--- src/rtl/irq_stat_pkg.sv ---
package irq_stat_pkg;

    localparam int STAT_W = 32;

    // positions that accept event pulses
    localparam logic [STAT_W-1:0] SRC_BITS = 32'h03F1_7FFF;
    // positions folded into the summary bit
    localparam logic [STAT_W-1:0] SUM_SRC  = 32'h03FF_0000;
    localparam int                SUM_POS  = 15;

    typedef enum logic [1:0] {
        SEL_NONE,
        SEL_STAT,
        SEL_MASK,
        SEL_EN
    } reg_sel_e;

    typedef struct packed {
        logic     rd;
        logic     wr;
        reg_sel_e sel;
    } reg_req_t;

    // software-visible status: stored source bits plus summary
    function automatic logic [STAT_W-1:0] status_view(input logic [STAT_W-1:0] stored);
        logic [STAT_W-1:0] v;
        v          = stored & SRC_BITS;
        v[SUM_POS] = |(stored & SUM_SRC);
        return v;
    endfunction

endpackage

--- src/rtl/irq_event_latch.sv ---
module irq_event_latch
    import irq_stat_pkg::*;
(
    input  logic              clk,
    input  logic              rst,
    input  logic [STAT_W-1:0] ev,
    input  logic              clr,
    output logic [STAT_W-1:0] stat_q
);
    logic [STAT_W-1:0] base;

    // a clearing read drops old bits but keeps the new events
    always_comb base = clr ? '0 : stat_q;

    always_ff @(posedge clk) begin
        if (rst) stat_q <= '0;
        else     stat_q <= base | (ev & SRC_BITS);
    end
endmodule

--- src/rtl/irq_ctl_regs.sv ---
module irq_ctl_regs
    import irq_stat_pkg::*;
(
    input  logic              clk,
    input  logic              rst,
    input  reg_req_t          req,
    input  logic [STAT_W-1:0] wdata,
    output logic [STAT_W-1:0] mask_q,
    output logic              en_q
);
    always_ff @(posedge clk) begin
        if (rst) begin
            mask_q <= '0;
            en_q   <= 1'b0;
        end else if (req.wr) begin
            if (req.sel == SEL_MASK) mask_q <= wdata;
            if (req.sel == SEL_EN)   en_q   <= wdata[0];
        end
    end
endmodule

--- src/rtl/irq_readmux.sv ---
module irq_readmux
    import irq_stat_pkg::*;
(
    input  logic              clk,
    input  logic              rst,
    input  reg_req_t          req,
    input  logic [STAT_W-1:0] stat_view,
    input  logic [STAT_W-1:0] mask_q,
    input  logic              en_q,
    output logic [STAT_W-1:0] rdata_q
);
    logic [STAT_W-1:0] sel_data;

    always_comb begin
        unique case (req.sel)
            SEL_STAT: sel_data = stat_view;
            SEL_MASK: sel_data = mask_q;
            SEL_EN:   sel_data = {{(STAT_W-1){1'b0}}, en_q};
            default:  sel_data = '0;
        endcase
    end

    always_ff @(posedge clk) begin
        if (rst)         rdata_q <= '0;
        else if (req.rd) rdata_q <= sel_data;
    end
endmodule

--- src/rtl/irq_status_ctrl.sv ---
module irq_status_ctrl
    import irq_stat_pkg::*;
#(
    parameter int               ADDR_W   = 8,
    parameter logic [ADDR_W-1:0] OFS_STAT = 8'h10,
    parameter logic [ADDR_W-1:0] OFS_MASK = 8'h14,
    parameter logic [ADDR_W-1:0] OFS_EN   = 8'h18
) (
    input  logic              clk,
    input  logic              rst,
    input  logic [STAT_W-1:0] ev_pulse,
    input  logic [ADDR_W-1:0] reg_addr,
    input  logic              reg_rd,
    input  logic              reg_wr,
    input  logic [STAT_W-1:0] reg_wdata,
    output logic [STAT_W-1:0] reg_rdata,
    output logic              irq
);
    reg_req_t          req;
    logic [STAT_W-1:0] stat_q;
    logic [STAT_W-1:0] stat_v;
    logic [STAT_W-1:0] mask_q;
    logic              en_q;
    logic              clr_stat;

    always_comb begin
        req.rd = reg_rd;
        req.wr = reg_wr;
        if      (reg_addr == OFS_STAT) req.sel = SEL_STAT;
        else if (reg_addr == OFS_MASK) req.sel = SEL_MASK;
        else if (reg_addr == OFS_EN)   req.sel = SEL_EN;
        else                           req.sel = SEL_NONE;
    end

    assign clr_stat = req.rd && (req.sel == SEL_STAT);

    irq_event_latch u_latch (
        .clk    (clk),
        .rst    (rst),
        .ev     (ev_pulse),
        .clr    (clr_stat),
        .stat_q (stat_q)
    );

    assign stat_v = status_view(stat_q);

    irq_ctl_regs u_ctl (
        .clk    (clk),
        .rst    (rst),
        .req    (req),
        .wdata  (reg_wdata),
        .mask_q (mask_q),
        .en_q   (en_q)
    );

    irq_readmux u_rd (
        .clk       (clk),
        .rst       (rst),
        .req       (req),
        .stat_view (stat_v),
        .mask_q    (mask_q),
        .en_q      (en_q),
        .rdata_q   (reg_rdata)
    );

    assign irq = en_q & (|(stat_v & mask_q));
endmodule

--- config.mk ---
export PLATFORM = sky130hd
export DESIGN_NAME = irq_status_ctrl
export DESIGN_NICKNAME = d
export VERILOG_FILES = /design/src/rtl/irq_stat_pkg.sv /design/src/rtl/irq_event_latch.sv /design/src/rtl/irq_ctl_regs.sv /design/src/rtl/irq_readmux.sv /design/src/rtl/irq_status_ctrl.sv
export SDC_FILE = /design/constraint.sdc
export NUM_CORES = 1
export LEC_CHECK = 0
export CORE_UTILIZATION = 45
export DETAILED_ROUTE_END_ITERATION = 6
export PLACE_DENSITY = 0.77
export RECOVER_POWER = 50
export SYNTH_ARGS = -nofsm -noshare
export SYNTH_HDL_FRONTEND = slang
export SYNTH_SLANG_ARGS = --single-unit
--- constraint.sdc ---
create_clock -name clk -period 3.25 [get_ports clk]
set_input_delay 0.65 -clock clk [delete_from_list [all_inputs] [get_ports clk]]
set_output_delay 0.65 -clock clk [all_outputs]
set_load 0.01 [all_outputs]
==> impl_metrics.yaml, run 1 <==
detailed_routing:
  drt_iter0_drc: 139
  wl_per_cell_um: 15.1
  wirelength_um: 9120
  vias: 3146
  firstDrtPassIters: 4
  ant_nets: 0
  avgViaCountPerCell: 5.22
  drc_errors: 0
clocking:
  clockRootBuffer: "clkbuf_8"
  clkLatencyLatePin_ns: 0.35
  cts_resized: 0
  path_clk_slew_ns: 0.09
  post_cts_buffers: 0
  h-tree-depth: 3
  cts_buffer_depth: 2
  cts_sinks: 87
  postCtsHoldBufs: 0
  cts_tree: "done"
  cts_buffers: 9
synthesis:
  ys_seq_area_frac: 0.492
  ys_warn_count: 0
  synth.distinct_cells: 28
  syn_avg_cell_area_um2: 8.67
  syn_area_um2: 3540
  ys_ff_latch: 87
  syn-num-nets: 484
  syn_inst: 408
worst_setup_path:
  worstPathRequired_ns: 2.60
  end_kind: "primary output"
  cpPeakStageDelay_ns: 0.53
  crit_chain: "nor4_1 > nand2_1 > a2111oi_0 > nor2b_1 > clkdlybuf4s50_1"
  critPathSlowestCell: "a2111oi_0"
  crit_arrival_ns: 2.29
  crit_type: "flop to primary output"
  worstSetupStartpointType: "flop"
  crit_fanout: 4
global_routing:
  antenna_found_initial: 0
  grt_pass1_vias: 3057
  gr-total-overflow: 0
  grtUsageTotal: 0.229
  grt_first_pass_wirelength_um: 15000
  grt_max_degree: 35
placed_design:
  gp_congestion: 0.783
  io_buffer_count: 98
  dp_hpwl_um: 6090
sta:
  rsz0062_at_grt: "false"
  hold_ws_ns: 0.461
  setup_tns_ns: 0
  min_period_over_period: 0.905
  setup_viol: 0
  timing.fmax_ghz: 0.340
  min_period_ns: 2.94
  worstMarginPinSlew_ns: 0.812
  finalHoldViolCount: 0
  clock_skew_ns: 0.00976
  finalMaxSlewViolations: 0
  relSlewSlack: 0.459
cells_and_area:
  nFillCells: 627
  final_common_cell: "dfxtp_1"
  area_delta_synth_final_pct: 35.0
  finalNetCount: 575
  drive_above_1_share: 0.135
  n_antenna_cell: 0
  final_cell_mix: "dfxtp_1, a21oi_1, nand2_1"
floorplanning:
  num_rows: 31
  die_w_um: 90.7
  ios: 109
  coreArea_um2: 7410
  initial_core_util: 0.477
  die_area_um2: 8220
  die_h_um: 90.7
run:
  drv_cap: 0
power:
  irDropWorstVdd_uv: 288
  power.leakage_nw: 1.78
  total_power_mw: 2.08
  power_density_nw_per_um2: 435
hold_path:
  hold_path.class: "flop to flop"
run_status:
  status: "finished, final reports clean"
## report_power, final
part           switching (mW)  internal (mW)
clock                   0.395          0.403
sequential             0.0212           1.09
combinational          0.0680          0.104
## area by class of cell
| class | count | area, um^2 | share of cell area |
|---|---|---|---|
| clock buffer | 11 | 151 | 0.0317 |
| sequential | 87 | 1740 | 0.365 |
| multi-input combinational | 293 | 1660 | 0.347 |
| timing repair buffer | 108 | 1030 | 0.217 |
| clock inverter | 5 | 63.8 | 0.0134 |
| tap | 99 | 124 | 0.0259 |
## critical path: cells and delay by family, from the launching register on
| family | cells | cell delay, ns |
|---|---|---|
| AO/OA/AOI/OAI | 1 | 0.53 |
| buffers and inverters | 1 | 0.52 |
| flip-flops | 1 | 0.36 |
| AND/OR/NAND/NOR | 3 | 0.52 |
## final timing paths
kind	startpoint	end	slack, ns	cells after the start
setup / recovery	u_latch.stat_q[20]$_SDFF_PP0_	irq	0.31	5
hold / removal	u_ctl.mask_q[19]$_SDFFE_PP0P_	u_ctl.mask_q[19]$_SDFFE_PP0P_	0.46	2
setup reg to reg	u_latch.stat_q[20]$_SDFF_PP0_	u_rd.rdata_q[15]$_SDFFE_PP0P_	2.06	4
hold reg to reg	u_ctl.mask_q[19]$_SDFFE_PP0P_	u_ctl.mask_q[19]$_SDFFE_PP0P_	0.46	2
## synth_stat cells
master	instances	area share
nor4_1	1	0.0018
mux2i_1	2	0.0057
o2bb2ai_1	1	0.0025
or4_4	1	0.0032
a21oi_1	66	0.093
nor3_1	2	0.0028
buf_1	1	0.0011
nand2_1	65	0.069
a2111oi_0	1	0.0025
and2_1	1	0.0018
o211ai_1	1	0.0021
or4b_4	1	0.0039
nor2_1	45	0.048
mux2_2	21	0.067
or2_2	1	0.0018
a22oi_1	11	0.023
buf_6	2	0.0064
nand3_1	10	0.014
nor4b_1	1	0.0025
nand2b_1	13	0.023
nand4_1	4	0.0071
a21oi_2	20	0.050
clkbuf_1	20	0.021
buf_2	5	0.0071
dfxtp_1	87	0.49
nor4b_2	1	0.0042
nand4b_1	1	0.0025
nor2b_1	23	0.041
## cells by family (layout without fill, tap and decap cells)
group           after synthesis  after routing  share of synthesized area
compound gates              100            100                      0.173
flops                        87             87                      0.492
mux                          23             23                     0.0725
buf+inv                      28            124                     0.0357
simple gates                170            170                      0.226
## per-layer routing
layer,routed length (um),track usage,vias up
li1,-,-,1564
met1,4360,0.308,1481
met2,4270,0.373,94
met3,407,0.0362,7
met4,75,0.0739,0
met5,0,0,-
## metrics by stage
stage | worst slack [ns] | util | cells | cell area, um^2
floorplan | 1.06 | - | 408 | 3540
CTS | 0.300 | 0.649 | 603 | 4810
global placement | 0.412 | 0.620 | 587 | 4590
finish | 0.309 | 0.644 | 603 | 4770
detailed placement | 0.403 | 0.620 | 587 | 4590
global route | 0.116 | 0.644 | 603 | 4770
## sequential cells by signal (all words and copies together), names as in the netlist
signal          cells
u_ctl.en_q          1
u_latch.stat_q     22
u_rd.rdata_q       32
u_ctl.mask_q       32
No activity file was read; power rests on OpenSTA's default activity.
==> inputs of run 2 (changes only) <==
CTS_CLUSTER_DIAMETER = 200   (was not set)
==> results of run 2 <==
Final layout, timing and power as in run 1 (identical DEF).
